## config.mk

```make
export PLATFORM = sky130hd
export DESIGN_NAME = pin_reset_ctrl
export DESIGN_NICKNAME = d
export VERILOG_FILES = /design/src/rtl/pin_reset_pkg.sv /design/src/rtl/rstq_pin_filter.sv /design/src/rtl/rstq_drive_seq.sv /design/src/rtl/rstq_ctl_reg.sv /design/src/rtl/pin_reset_ctrl.sv
export SDC_FILE = /design/constraint.sdc
export NUM_CORES = 1
export LEC_CHECK = 0
export BUFFER_PORTS_ARGS = -buffer_cell sky130_fd_sc_hd__clkbuf_2
export CORE_MARGIN = 1.5
export CORE_UTILIZATION = 45
export DETAILED_ROUTE_END_ITERATION = 10
export PLACE_DENSITY = 0.75
export REMOVE_ABC_BUFFERS = 1
export SLEW_MARGIN = 20
export SYNTH_ARGS = -nofsm -noshare
export SYNTH_HDL_FRONTEND = slang
export SYNTH_SLANG_ARGS = --single-unit
```

## constraint.sdc

```tcl
create_clock -name clk -period 2.2 [get_ports clk]
set_clock_uncertainty 0.1 [all_clocks]
set_input_delay 0.11 -clock clk [delete_from_list [all_inputs] [get_ports clk]]
set_output_delay 0.11 -clock clk [all_outputs]
set_load 0.02 [all_outputs]
```

## src/rtl/pin_reset_pkg.sv

```systemverilog
package pin_reset_pkg;

  function automatic int unsigned qual_cycles(input int unsigned per_mc, input int unsigned mcs);
    return per_mc * mcs;
  endfunction

  // saturating run-length of consecutive high samples
  function automatic int unsigned run_next(input int unsigned run, input logic lvl,
                                           input int unsigned lim);
    if (!lvl) return 0;
    if (run >= lim) return lim;
    return run + 1;
  endfunction

  // countdown window that a fire pulse reloads
  function automatic int unsigned window_next(input int unsigned left, input logic fire,
                                              input int unsigned len);
    if (fire) return len;
    if (left == 0) return 0;
    return left - 1;
  endfunction

endpackage

```

## src/rtl/rstq_pin_filter.sv

```systemverilog
module rstq_pin_filter #(
  parameter int unsigned QUAL_CYC = 24
) (
  input  logic clk,
  input  logic por_n,
  input  logic pin_lvl,
  output logic qualified,
  output logic restart
);
  localparam int unsigned W = $clog2(QUAL_CYC + 1);

  logic [W-1:0] run_q;
  logic [W-1:0] run_d;

  assign run_d = W'(pin_reset_pkg::run_next(32'(run_q), pin_lvl, QUAL_CYC));

  always_ff @(posedge clk or negedge por_n) begin
    if (!por_n) run_q <= '0;
    else        run_q <= run_d;
  end

  assign qualified = (32'(run_q) == QUAL_CYC);
  assign restart   = !pin_lvl && (run_q != '0);
endmodule

```

## src/rtl/rstq_drive_seq.sv

```systemverilog
module rstq_drive_seq #(
  parameter int unsigned DRIVE_LEN = 98
) (
  input  logic clk,
  input  logic por_n,
  input  logic wd_fire,
  input  logic suppress,
  output logic active,
  output logic drive,
  output logic reload
);
  localparam int unsigned W = $clog2(DRIVE_LEN + 1);

  logic [W-1:0] left_q;
  logic [W-1:0] left_d;
  logic         pick_q;

  assign left_d = W'(pin_reset_pkg::window_next(32'(left_q), wd_fire, DRIVE_LEN));
  assign active = (left_q != '0);
  assign reload = wd_fire && active;

  always_ff @(posedge clk or negedge por_n) begin
    if (!por_n) begin
      left_q <= '0;
      pick_q <= 1'b0;
    end else begin
      left_q <= left_d;
      if (wd_fire && !active) pick_q <= !suppress;
    end
  end

  assign drive = active && pick_q;
endmodule

```

## src/rtl/rstq_ctl_reg.sv

```systemverilog
module rstq_ctl_reg #(
  parameter int unsigned AW      = 8,
  parameter int unsigned DW      = 8,
  parameter logic [AW-1:0] ADDR  = 8'h8E,
  parameter int unsigned OFF_BIT = 3
) (
  input  logic          clk,
  input  logic          por_n,
  input  logic          clr,
  input  logic          we,
  input  logic [AW-1:0] addr,
  input  logic [DW-1:0] wdata,
  output logic          bit_q,
  output logic          wr_hit
);
  logic unused_wdata;

  assign wr_hit       = we && (addr == ADDR);
  assign unused_wdata = ^wdata;

  always_ff @(posedge clk or negedge por_n) begin
    if (!por_n)      bit_q <= 1'b0;
    else if (clr)    bit_q <= 1'b0;
    else if (wr_hit) bit_q <= wdata[OFF_BIT];
  end
endmodule

```

## src/rtl/pin_reset_ctrl.sv

```systemverilog
module pin_reset_ctrl #(
  parameter int unsigned OSC_PER_MC = 12,
  parameter int unsigned QUAL_MC    = 2,
  parameter int unsigned DRIVE_LEN  = 98,
  parameter int unsigned AW         = 8,
  parameter int unsigned DW         = 8,
  parameter logic [AW-1:0] AUX_ADDR = 8'h8E,
  parameter int unsigned OFF_BIT    = 3
) (
  input  logic          clk,
  input  logic          por_n,
  input  logic          pin_in,
  input  logic          wdt_to,
  input  logic          reg_we,
  input  logic [AW-1:0] reg_addr,
  input  logic [DW-1:0] reg_wdata,
  output logic          core_rst,
  output logic          pin_drive,
  output logic          drive_off
);
  localparam int unsigned QUAL_CYC = pin_reset_pkg::qual_cycles(OSC_PER_MC, QUAL_MC);

  logic qualified;
  logic qual_restart;
  logic wd_active;
  logic wd_reload;
  logic wr_hit;

  rstq_pin_filter #(.QUAL_CYC(QUAL_CYC)) u_filter (
    .clk(clk), .por_n(por_n), .pin_lvl(pin_in),
    .qualified(qualified), .restart(qual_restart)
  );

  generate
    if (DRIVE_LEN > 0) begin : g_seq
      rstq_drive_seq #(.DRIVE_LEN(DRIVE_LEN)) u_seq (
        .clk(clk), .por_n(por_n), .wd_fire(wdt_to), .suppress(drive_off),
        .active(wd_active), .drive(pin_drive), .reload(wd_reload)
      );
    end else begin : g_noseq
      assign wd_active = 1'b0;
      assign pin_drive = 1'b0;
      assign wd_reload = 1'b0;
    end
  endgenerate

  assign core_rst = qualified || wd_active;

  rstq_ctl_reg #(.AW(AW), .DW(DW), .ADDR(AUX_ADDR), .OFF_BIT(OFF_BIT)) u_reg (
    .clk(clk), .por_n(por_n), .clr(core_rst), .we(reg_we), .addr(reg_addr),
    .wdata(reg_wdata), .bit_q(drive_off), .wr_hit(wr_hit)
  );
endmodule

```

* Yosys cells after proc, flatten, opt, wreduce, memory -nomap -nowiden
Cells that the tools add are included.
** Word-level totals
- Bits of input ports :: 21
- Output and inout bits :: 3
- Word-level logic and storage cells :: 32
- Bits in registers :: 14
** Cells by class
- Multiplexer cells :: 14
- Magnitude comparators :: 1
- Reduce and logical (&&, ||, !) cells :: 9
- Eq/ne operators :: 2
- $add $sub $neg :: 2
** Operators by type and width (number)
- 2-to-1 mux 7 bit :: 4
- 2-to-1 mux 5 bit :: 3
- == test 8 bit, second input constant :: 1
- logical NOT 7 bit :: 1
- 2-to-1 mux 1 bit :: 7
- nonzero test 7 bit :: 1
- subtractor 7 x 1 -> 7 bit, second input constant :: 1
- adder 5 x 1 -> 5 bit, second input constant :: 1
- == test 5 bit, second input constant :: 1
- >= comparator 5 bit, second input constant :: 1
- logical AND 1 bit :: 3
- logical NOT 1 bit :: 2
- nonzero test 2 bit :: 1
- logical OR 1 bit :: 1

* Longest topological paths before layout
Gate-level depths: netlist of run 1.
- Depth after elaboration :: 5
- Depth in mapped cells :: 6
- Gate-level depth less buffers :: 5

* Hierarchy
A second synthesis of run 1 with hierarchy kept.
** Second synthesis, totals
- Cell total of the unflattened synthesis :: 71
- Area total of the unflattened synthesis :: 754.5 µm²
** By module, submodules not included
- rstq_drive_seq :: cells each 39, area an instance 410.4 µm², times used 1, sequential area each 200.2 µm²
- rstq_pin_filter :: cells each 24, area an instance 254.0 µm², times used 1, sequential area each 125.1 µm²
- rstq_ctl_reg :: cells each 7, area an instance 83.8 µm², times used 1, sequential area each 25.0 µm²
- pin_reset_ctrl :: cells each 1, area an instance 6.3 µm², times used 1, sequential area each 0.0 µm²

* Least setup slack after synthesis of run 1
Ideal clock, no wire load.
- Kind :: register to register
- Start :: reg g_seq.u_seq.left_q[2]
- End :: reg g_seq.u_seq.left_q[5]
- Period minus slack after synthesis :: 1655 ps
- Library setup time :: 69 ps
- Path slack :: 545 ps
- Arrival time :: 1486 ps
- Buffers on the path :: 0
- Stages on the path, launching flop included :: 4
- Required time :: 2031 ps
- Path through :: dfrtp_1 or4_4 or4_1 nand3b_1
** Between the ends
- Longest elaborated chain between the ends :: 5
- Elaborated cells on any way between the ends :: 7
- Classes of those cells :: add/sub (1); mux (5); reduce/logical (1)
** Ends and longest elaborated chain
- from (decl) :: line rstq_drive_seq.sv:14 : logic [W-1:0] left_q;
- from (signal assigned) :: line rstq_drive_seq.sv:27 : left_q <= left_d;
- branches (longest 3 deep; another with subtractor 7 x 1 -> 7 bit)
- 2-to-1 mux 7 bit * :: line pin_reset_pkg.sv:20 : return left - 1;
- 2-to-1 mux 7 bit * :: line pin_reset_pkg.sv:19 : if (left == 0) return 0;
- via g_seq.u_seq.left_d[5] :: line rstq_drive_seq.sv:15 : logic [W-1:0] left_d;
Mark *: on every way through the listed nets, which the timed path passes. The select of a mux whose other input is x is not followed.
A chain may end at the register's enable or synchronous reset.

* Worst setup path in the final report of run 1
- Start :: reg g_seq.u_seq.left_q[2]
- End :: out core_rst
** Between the ends
- Longest elaborated chain between the ends :: 2
** Ends and longest elaborated chain
- nonzero test 7 bit :: line rstq_drive_seq.sv:19 : assign active = (left_q != '0);
- logical OR 1 bit :: line pin_reset_ctrl.sv:47 : assign core_rst = qualified || wd_active;
- to (decl) :: line pin_reset_ctrl.sv:17 : output logic core_rst,
Every way passes these cells.

==> results.json, run 1 <==
{
  "async_flop_share_pct": 100,
  "final_nets": 117,
  "worst_setup_path_end_kind": "primary output",
  "grt.total_usage_pct": 16.2,
  "dieArea_um2": 1840,
  "cp-startpoint": "g_seq.u_seq.left_q[2]",
  "vdd_ir_drop_max_mv": 0.365,
  "antenna_found_initial": 0,
  "die_y_um": 42.8,
  "worst_pin_slew_ps": 497,
  "drtPass1Iterations": 4,
  "p_per_area_nw_per_um2": 626,
  "arrival_ps": 1740,
  "portBuffers": 16,
  "cts_buffers": 3,
  "cts_resized": 0,
  "critPathLaunchType": "flip-flop",
  "placed_area_um2": 818,
  "hold_violations": 0,
  "syn_to_final_growth_pct": 23.8,
  "fin_crit_ps": 1950,
  "yosysTopAreaCell": "dfrtp_1",
  "drtIter0Drc": 8,
  "yosys_warnings": 0,
  "pin_count": 24,
  "finalPower_w": 0.000554,
  "ctsLongestPathBuffers": 2,
  "synth_top_flop_cell": "dfrtp_1",
  "yosysMostFrequentCell": "dfrtp_1",
  "ys_types": 30,
  "crit_fanout": 6,
  "die_width_um": 42.8,
  "vias_per_cell": 5.57,
  "cap_violations": 0,
  "num_vias": 596,
  "drive_gt1_share_pct": 26.4,
  "reg2reg_from": "g_seq.u_seq.left_q[2]",
  "synth_edf_count": 0,
  "cp.required_ps": 1990,
  "power_leakage_nw": 0.406,
  "synthCells": 68,
  "core_um2": 1490,
  "grt_pass1_vias": 545,
  "rows": 14,
  "num_antenna_cells": 0,
  "yosysSeqAreaShare_pct": 49.0,
  "ff2ff_setup_slack_ps": 470,
  "timing.final.crit_share_pct": 88.4,
  "maxSlewHeadroom_pct": 66.6,
  "slowest_delay_ps": 520,
  "postRouteWirelength_um": 1320,
  "grt_pass1_wl_um": 2240,
  "finalSetupViolCount": 0,
  "synth_top_area_share_pct": 49.0,
  "fin_area_um2": 885,
  "crit_family": "simple AND/OR/NAND/NOR gates",
  "min_from": "wdt_to",
  "syn_area_um2": 714,
  "clk_pin_slew_ps": 80,
  "clock_sinks": 14,
  "cts_tree": "built",
  "hpwl_um": 1000,
  "synthTopCellsByArea": "dfrtp_1, ha_1, xnor2_1",
  "drc": 0,
  "yosys-top-cells-count": "dfrtp_1, inv_1, nand2_1",
  "max_freq_mhz": 514,
  "cts_root_buffer": "clkbuf_4",
  "ant_nets": 0,
  "grt_max_degree": 15,
  "hp-class": "in2reg",
  "avgSynthCellArea_um2": 10.5,
  "path_cells": "nor4_2 -> and2_0 -> nand2_1 -> clkbuf_2",
  "status": "completed",
  "fillers": 131,
  "gp_congestion": 0.707,
  "ys_seq_elements": 14,
  "cp_num_buf_inv": 1,
  "clk-insertion-delay-late_ps": 270,
  "crit_type": "reg2out",
  "drv_slew": 0,
  "critical_path.slowest_cell": "nor4_2",
  "grt_overflow": 0,
  "tns_ps": 0,
  "rsz0062_at_grt": "false",
  "wl_per_cell_um": 12.3,
  "start_util_pct": 48.0,
  "clock_tree.htree_level_count": 1
}
logic make-up (layout without fill, tap and decap cells):
group           after synthesis  after routing  synth area share, %
compound gates                9              9                 8.76
xor+xnor                      3              3                 3.68
fa+ha+maj                     4              4                 7.01
buf+inv                       6             29                 3.15
flops                        14             14                 49.0
mux                           2              2                 2.80
simple gates                 30             30                 25.6
worst register-to-register path, delay by kind of cell (launching register included):
| family | cells | cell delay (ps) |
|---|---|---|
| DFF | 1 | 450 |
| and+or+nand+nor | 3 | 1120 |
power by group:
part | internal [W] | switching (W)
Clock | 0.000100 | 0.0000788
Sequential | 0.000275 | 0.0000219
Combinational | 0.0000420 | 0.0000359
stage by stage:
step / hold WS, ps / setup WS (ps) / util [%] / cells
after floorplan: -286 / 545 / - / 67
after global placement: -74.9 / 508 / 55.0 / 100
after detailed placement: -71.7 / 486 / 55.0 / 100
after CTS: 2.88 / 239 / 59.4 / 107
after global routing: 19.4 / 113 / 59.4 / 107
final: 15.1 / 254 / 59.4 / 107
final timing paths:
| path | endpoint | cells after the start |
|---|---|---|
| worst min register to register | g_seq.u_seq.left_q[0] | 1 |
| min in group asynchronous | g_seq.u_seq.pick_q | 2 |
| max in group asynchronous | g_seq.u_seq.left_q[6] | 2 |
| worst min-delay path | g_seq.u_seq.left_q[3] | 2 |
| worst max-delay path | core_rst | 4 |
| worst max register to register | g_seq.u_seq.left_q[5] | 3 |
cell type report:
cell class / count / area [um2] / area share [%]
Sequential cell: 14 / 350 / 39.6
Multi-Input combinational cell: 48 / 342 / 38.6
Timing Repair Buffer: 20 / 118 / 13.3
Clock buffer: 4 / 36.3 / 4.10
Tap cell: 16 / 20.0 / 2.26
Inverter: 5 / 18.8 / 2.12
state kept, by name (all words and copies together), names as in the netlist:
register,count
g_seq.u_seq.left_q,7
g_seq.u_seq.pick_q,1
u_filter.run_q,5
u_reg.bit_q,1
per-layer routing:
layer / global-route usage [%] / share of wire (%)
met5: 0 / 0
met4: 5.63 / 0
met3: 3.83 / 3.1
met2: 28.2 / 51
met1: 19.2 / 46
layout by cell type (no fill, tap or decap):
cell           count
or4_1              1
a311o_1            1
xnor2_1            3
nand3_1            2
ha_1               4
and3_1             1
a21oi_1            1
o21ai_0            1
nand2_1            5
clkbuf_2          16
nand4_1            2
o21bai_1           1
nor3b_1            3
nor2b_1            2
and2_0             1
clkbuf_8           1
dlygate4sd3_1      3
clkbuf_4           3
buf_4              1
or4b_2             1
a211oi_1           1
nand3b_1           1
dfrtp_1           14
nor3_1             3
nor4_1             1
nor2_1             4
inv_1              5
or4_4              1
nand4b_1           1
o31ai_1            1
mux2i_1            2
nor4_2             1
a31oi_1            2
a21boi_0           1
repair_timing:
action                                 CTS  global route
buffers inserted                         0             0
hold buffers                             3             0
endpoints found under the hold margin   19             0
Power figures use the tool's default switching activity.
==> inputs of run 2 (changes only) <==
==> constraint.sdc (replaced) <==
create_clock -name clk -period 2.2 [get_ports clk]
set_clock_uncertainty 0.1 [all_clocks]
set_input_delay 0.22 -clock clk [delete_from_list [all_inputs] [get_ports clk]]
set_output_delay 0.22 -clock clk [all_outputs]
set_load 0.02 [all_outputs]
==> run 2 against run 1 <==
Wire length fell by 0.23%. Setup slack got worse by 94 ps. Combinational power barely moved. Largest cell class unchanged. Sequential share of layout area rose by 0.57 points. Final area fell by 1.4%. Critical endpoint unchanged. Total power barely moved. First-iteration DRC count did not move.
==> results.json, run 2 (synthesized netlist as in run 1, its figures left out) <==
{
  "status": "completed",
  "crit_type": "reg2out",
  "rows": 14,
  "portBuffers": 16,
  "arrival_ps": 1720,
  "clkPwrFrac_pct": 32.3,
  "drtPass1Iterations": 4,
  "antenna_found_initial": 0,
  "maxSlewHeadroom_pct": 76.6,
  "num_antenna_cells": 0,
  "dieArea_um2": 1840,
  "core_um2": 1490,
  "p_per_area_nw_per_um2": 636,
  "layout_commonest_cell": "clkbuf_2",
  "hold_violations": 0,
  "largest_reg_flops": 7,
  "p_switching_w": 0.000137,
  "final_cell_mix": "clkbuf_2, dfrtp_1, inv_1, nand2_1",
  "slowest_delay_ps": 410,
  "dpl.cell_count": 101,
  "grt_pass1_vias": 553,
  "clock_tree.htree_level_count": 1,
  "tns_ps": 0,
  "fin_crit_ps": 2040,
  "grt_max_degree": 15,
  "crit_fanout": 5,
  "clk_pin_slew_ps": 80,
  "cts_buffers": 3,
  "drc": 0,
  "timing.final.crit_share_pct": 92.7,
  "die_y_um": 42.8,
  "grt_pass1_wl_um": 2270,
  "cts_root_buffer": "clkbuf_4",
  "p_comb_share_pct": 14.1,
  "power_leakage_nw": 0.403,
  "swShare_pct": 24.7,
  "hpwl_um": 1050,
  "cp_num_buf_inv": 2,
  "pin_count": 24,
  "cts_tree": "built",
  "start_util_pct": 48.0,
  "critical_path.slowest_cell": "dfrtp_1",
  "hp-class": "in2reg",
  "ant_nets": 0,
  "worst_pin_slew_ps": 351,
  "clk-insertion-delay-late_ps": 270,
  "vias_per_cell": 5.24,
  "regMostFlops": "g_seq.u_seq.left_q",
  "syn_to_final_growth_pct": 22.1,
  "drtIter0Drc": 8,
  "grt_overflow": 0,
  "ctsLongestPathBuffers": 2,
  "largest_registers": "g_seq.u_seq.left_q x7, u_filter.run_q x5",
  "max_freq_mhz": 490,
  "finalSetupViolCount": 0,
  "grt.total_usage_pct": 16.6,
  "path_cells": "inv_1 -> ha_1 -> nor2b_1 -> and2_0 -> nand2_1 -> clkbuf_2",
  "vdd_ir_drop_max_mv": 0.435,
  "cp.required_ps": 1880,
  "postRouteWirelength_um": 1320,
  "p_int_w": 0.000417,
  "clock_sinks": 14,
  "final_nets": 116,
  "power_frac_seq_pct": 53.6,
  "drive_gt1_share_pct": 27.8,
  "gp_congestion": 0.721,
  "num_vias": 555,
  "rsz0062_at_grt": "false",
  "wl_per_cell_um": 12.4,
  "crit_family": "simple AND/OR/NAND/NOR gates",
  "critPathLaunchType": "flip-flop",
  "drv_slew": 0,
  "final_cells": 106,
  "cap_violations": 0,
  "die_width_um": 42.8,
  "fillers": 132,
  "worst_setup_path_end_kind": "primary output"
}
## run 2: cell count changes in the layout (fill, tap and decap cells not counted)
cell           delta
dlygate4sd3_1     -2
buf_4             +1
## run 2: metal layers
layer	GRT usage [%]	vias up	share of wire [%]
met5	0	-	0
met4	7.50	0	0
met3	3.83	0	2.4
met2	28.5	4	55
met1	19.5	261	43
li1	-	290	-
## run 2: per-stage QoR
stage	utilization [%]	total power [W]	hold WS [ps]	setup WS, ps	instance area [um2]
after floorplan	-	0.000346	-176	509	711
after global routing	58.6	0.000588	84.8	21.0	872
final	58.6	0.000554	78.2	160	872
after CTS	58.6	0.000566	72.2	142	872
after detailed placement	55.5	0.000380	42.6	452	826
after global placement	55.5	0.000375	33.9	481	826
## run 2: power by group through the flow
stage / logic (W) / registers, W / clock network [W]
floorplan: 0.0000488 / 0.000297 / 0
global placement: 0.0000737 / 0.000302 / 0
detailed placement: 0.0000774 / 0.000303 / 0
CTS: 0.0000795 / 0.000298 / 0.000189
global route: 0.0000901 / 0.000301 / 0.000197
finish: 0.0000781 / 0.000297 / 0.000179
## run 2: worst paths after layout
| check | startpoint | end | slack [ps] | depth (start not counted) |
|---|---|---|---|---|
| max | g_seq.u_seq.left_q[0] | core_rst | 160 | 6 |
| max reg2reg | g_seq.u_seq.left_q[2] | g_seq.u_seq.left_q[5] | 460 | 3 |
| min reg2reg | u_reg.bit_q | g_seq.u_seq.pick_q | 390 | 1 |
| min in group asynchronous | por_n | g_seq.u_seq.left_q[4] | 270 | 2 |
| min | reg_wdata[3] | u_reg.bit_q | 80 | 3 |
| max in group asynchronous | por_n | g_seq.u_seq.left_q[1] | 1470 | 2 |
## run 2: final cells by class
cell class	instances	area [um2]	share of cell area, %
repair buffers	19	105	12.1
flip-flops and latches	14	350	40.2
multi-input cells	48	342	39.2
clock buffers	4	36.3	4.16
well taps	16	20.0	2.30
inverters	5	18.8	2.15
## run 2: repair_timing
item / 4_1_cts / 5_1_grt
hold endpoints to repair: 14 / 0
resized for setup: 0 / 0
hold buffers: 1 / 0
buffers inserted: 0 / 0
## run 2: worst min-delay path, stage by stage
cell	delay [ps]
clkbuf_2	80
nand4_1	60
mux2i_1	60
==> inputs of run 3 (changes only) <==
PLACE_DENSITY = 0.73   (was 0.75)
RECOVER_POWER = 50   (was not set)
==> run 3 against run 2 <==
Total power is 1.0% higher. Wire length down 7.4%. Sequential power about the same. Combinational power fell by 2%. Largest power group unchanged. Highest routed layer is now met4.
==> results.json, run 3 (synthesized netlist as in run 1, its figures left out) <==
{
  "status": "completed",
  "gp_congestion": 0.745,
  "grt_pass1_vias": 521,
  "swShare_pct": 25.5,
  "portBuffers": 16,
  "vdd_ir_drop_max_mv": 0.426,
  "clkPwrFrac_pct": 33.3,
  "cts_buffers": 3,
  "antenna_found_initial": 0,
  "grt_pass1_wl_um": 2170,
  "p_int_w": 0.000417,
  "grt.total_usage_pct": 16.5,
  "finalSetupViolCount": 0,
  "final_cell_mix": "clkbuf_2, dfrtp_1, inv_1, nand2_1",
  "critical_path.slowest_cell": "dfrtp_1",
  "drc": 0,
  "num_antenna_cells": 0,
  "grt_max_degree": 15,
  "clk_pin_slew_ps": 90,
  "largest_registers": "g_seq.u_seq.left_q x7, u_filter.run_q x5",
  "maxSlewHeadroom_pct": 50.6,
  "tns_ps": 0,
  "power_frac_seq_pct": 52.9,
  "cts_root_buffer": "clkbuf_4",
  "wl_per_cell_um": 11.5,
  "place_ws_ps": 491,
  "clk-insertion-delay-late_ps": 280,
  "cp_num_buf_inv": 2,
  "crit_fanout": 5,
  "start_util_pct": 48.0,
  "slowest_delay_ps": 410,
  "p_per_area_nw_per_um2": 643,
  "ff2ff_setup_slack_ps": 460,
  "num_vias": 562,
  "fin_ws_ps": 223,
  "ant_nets": 0,
  "drive_gt1_share_pct": 26.7,
  "drtIter0Drc": 2,
  "max_freq_mhz": 506,
  "drv_slew": 0,
  "die_y_um": 42.8,
  "largest_reg_flops": 7,
  "clock_sinks": 14,
  "pin_count": 24,
  "timing.final.crit_share_pct": 89.9,
  "syn_to_final_growth_pct": 21.9,
  "regMostFlops": "g_seq.u_seq.left_q",
  "fin_crit_ps": 1980,
  "path_cells": "inv_1 -> ha_1 -> nor2b_1 -> and2_0 -> nand2_1 -> clkbuf_2",
  "reg2reg_from": "g_seq.u_seq.left_q[2]",
  "die_width_um": 42.8,
  "cp.required_ps": 1880,
  "power_leakage_nw": 0.401,
  "hold_path_end": "u_reg.bit_q",
  "postCtsHoldBufs": 1,
  "cap_violations": 0,
  "final_nets": 116,
  "min_from": "reg_wdata[3]",
  "worst_setup_path_end_kind": "primary output",
  "p_comb_share_pct": 13.7,
  "hold_violations": 0,
  "p_switching_w": 0.000143,
  "rows": 14,
  "r2r.worst_path.cells": 3,
  "crit_family": "simple AND/OR/NAND/NOR gates",
  "arrival_ps": 1660,
  "worst_pin_slew_ps": 742,
  "hpwl_um": 919,
  "hp-class": "in2reg",
  "postRouteWirelength_um": 1220,
  "cts_resized": 0,
  "critPathLaunchType": "flip-flop",
  "layout_commonest_cell": "clkbuf_2",
  "holdPathStages": 3,
  "vias_per_cell": 5.30,
  "dieArea_um2": 1840,
  "drtPass1Iterations": 4,
  "cts_setup_buffers": 0,
  "clock_tree.htree_level_count": 1,
  "core_um2": 1490,
  "timing.rr.end": "g_seq.u_seq.left_q[5]",
  "rsz0062_at_grt": "false",
  "crit_type": "reg2out",
  "finalCoreUtilization_pct": 58.5,
  "grt_overflow": 0,
  "ctsLongestPathBuffers": 2,
  "cp-startpoint": "g_seq.u_seq.left_q[0]",
  "cts_tree": "built"
}
## run 3: cell counts in the layout (fill, tap and decap cells not counted)
No cell type changed its count.
## run 3: how the worst max path moves through the flow
stage / endpoint / cells after the start
after floorplan: core_rst / 3
after global placement: g_seq.u_seq.left_q[5] / 3
after detailed placement: g_seq.u_seq.left_q[5] / 3
after CTS: core_rst / 6
after global routing: core_rst / 6
final: core_rst / 6
## run 3: area by class of cell
cell class / instances / area, um2
sequential: 14 / 350
timing repair buffer: 19 / 104
multi-input combinational: 48 / 342
inverter: 5 / 18.8
clock buffer: 4 / 36.3
tap: 16 / 20.0
fill: 134 / 618
## run 3: tightest hold or removal path, cell delays in order
cell	delay [ps]
clkbuf_2	80
nand4_1	50
mux2i_1	60
## run 3: power groups by stage
stage,clock [W],sequential [W],combinational (W)
floorplan,0,0.000297,0.0000488
global placement,0,0.000301,0.0000747
detailed placement,0,0.000301,0.0000760
CTS,0.000192,0.000296,0.0000782
global route,0.000204,0.000299,0.0000899
finish,0.000187,0.000296,0.0000767
## run 3: through the flow
step | hold WS [ps] | instances | power [W] | cell area, um2
after detailed placement | 43.2 | 101 | 0.000377 | 826
after CTS | 72.6 | 106 | 0.000566 | 872
after floorplan | -176 | 67 | 0.000346 | 711
final | 70.9 | 106 | 0.000560 | 871
after global placement | 43.0 | 101 | 0.000375 | 826
after global routing | 83.8 | 106 | 0.000593 | 871
## run 3: routing by layer
| layer | wire length [um] | track usage [%] |
|---|---|---|
| met5 | 0 | 0 |
| met2 | 484 | 22.1 |
| met1 | 610 | 21.1 |
| met4 | 36 | 13.1 |
| met3 | 87 | 5.53 |
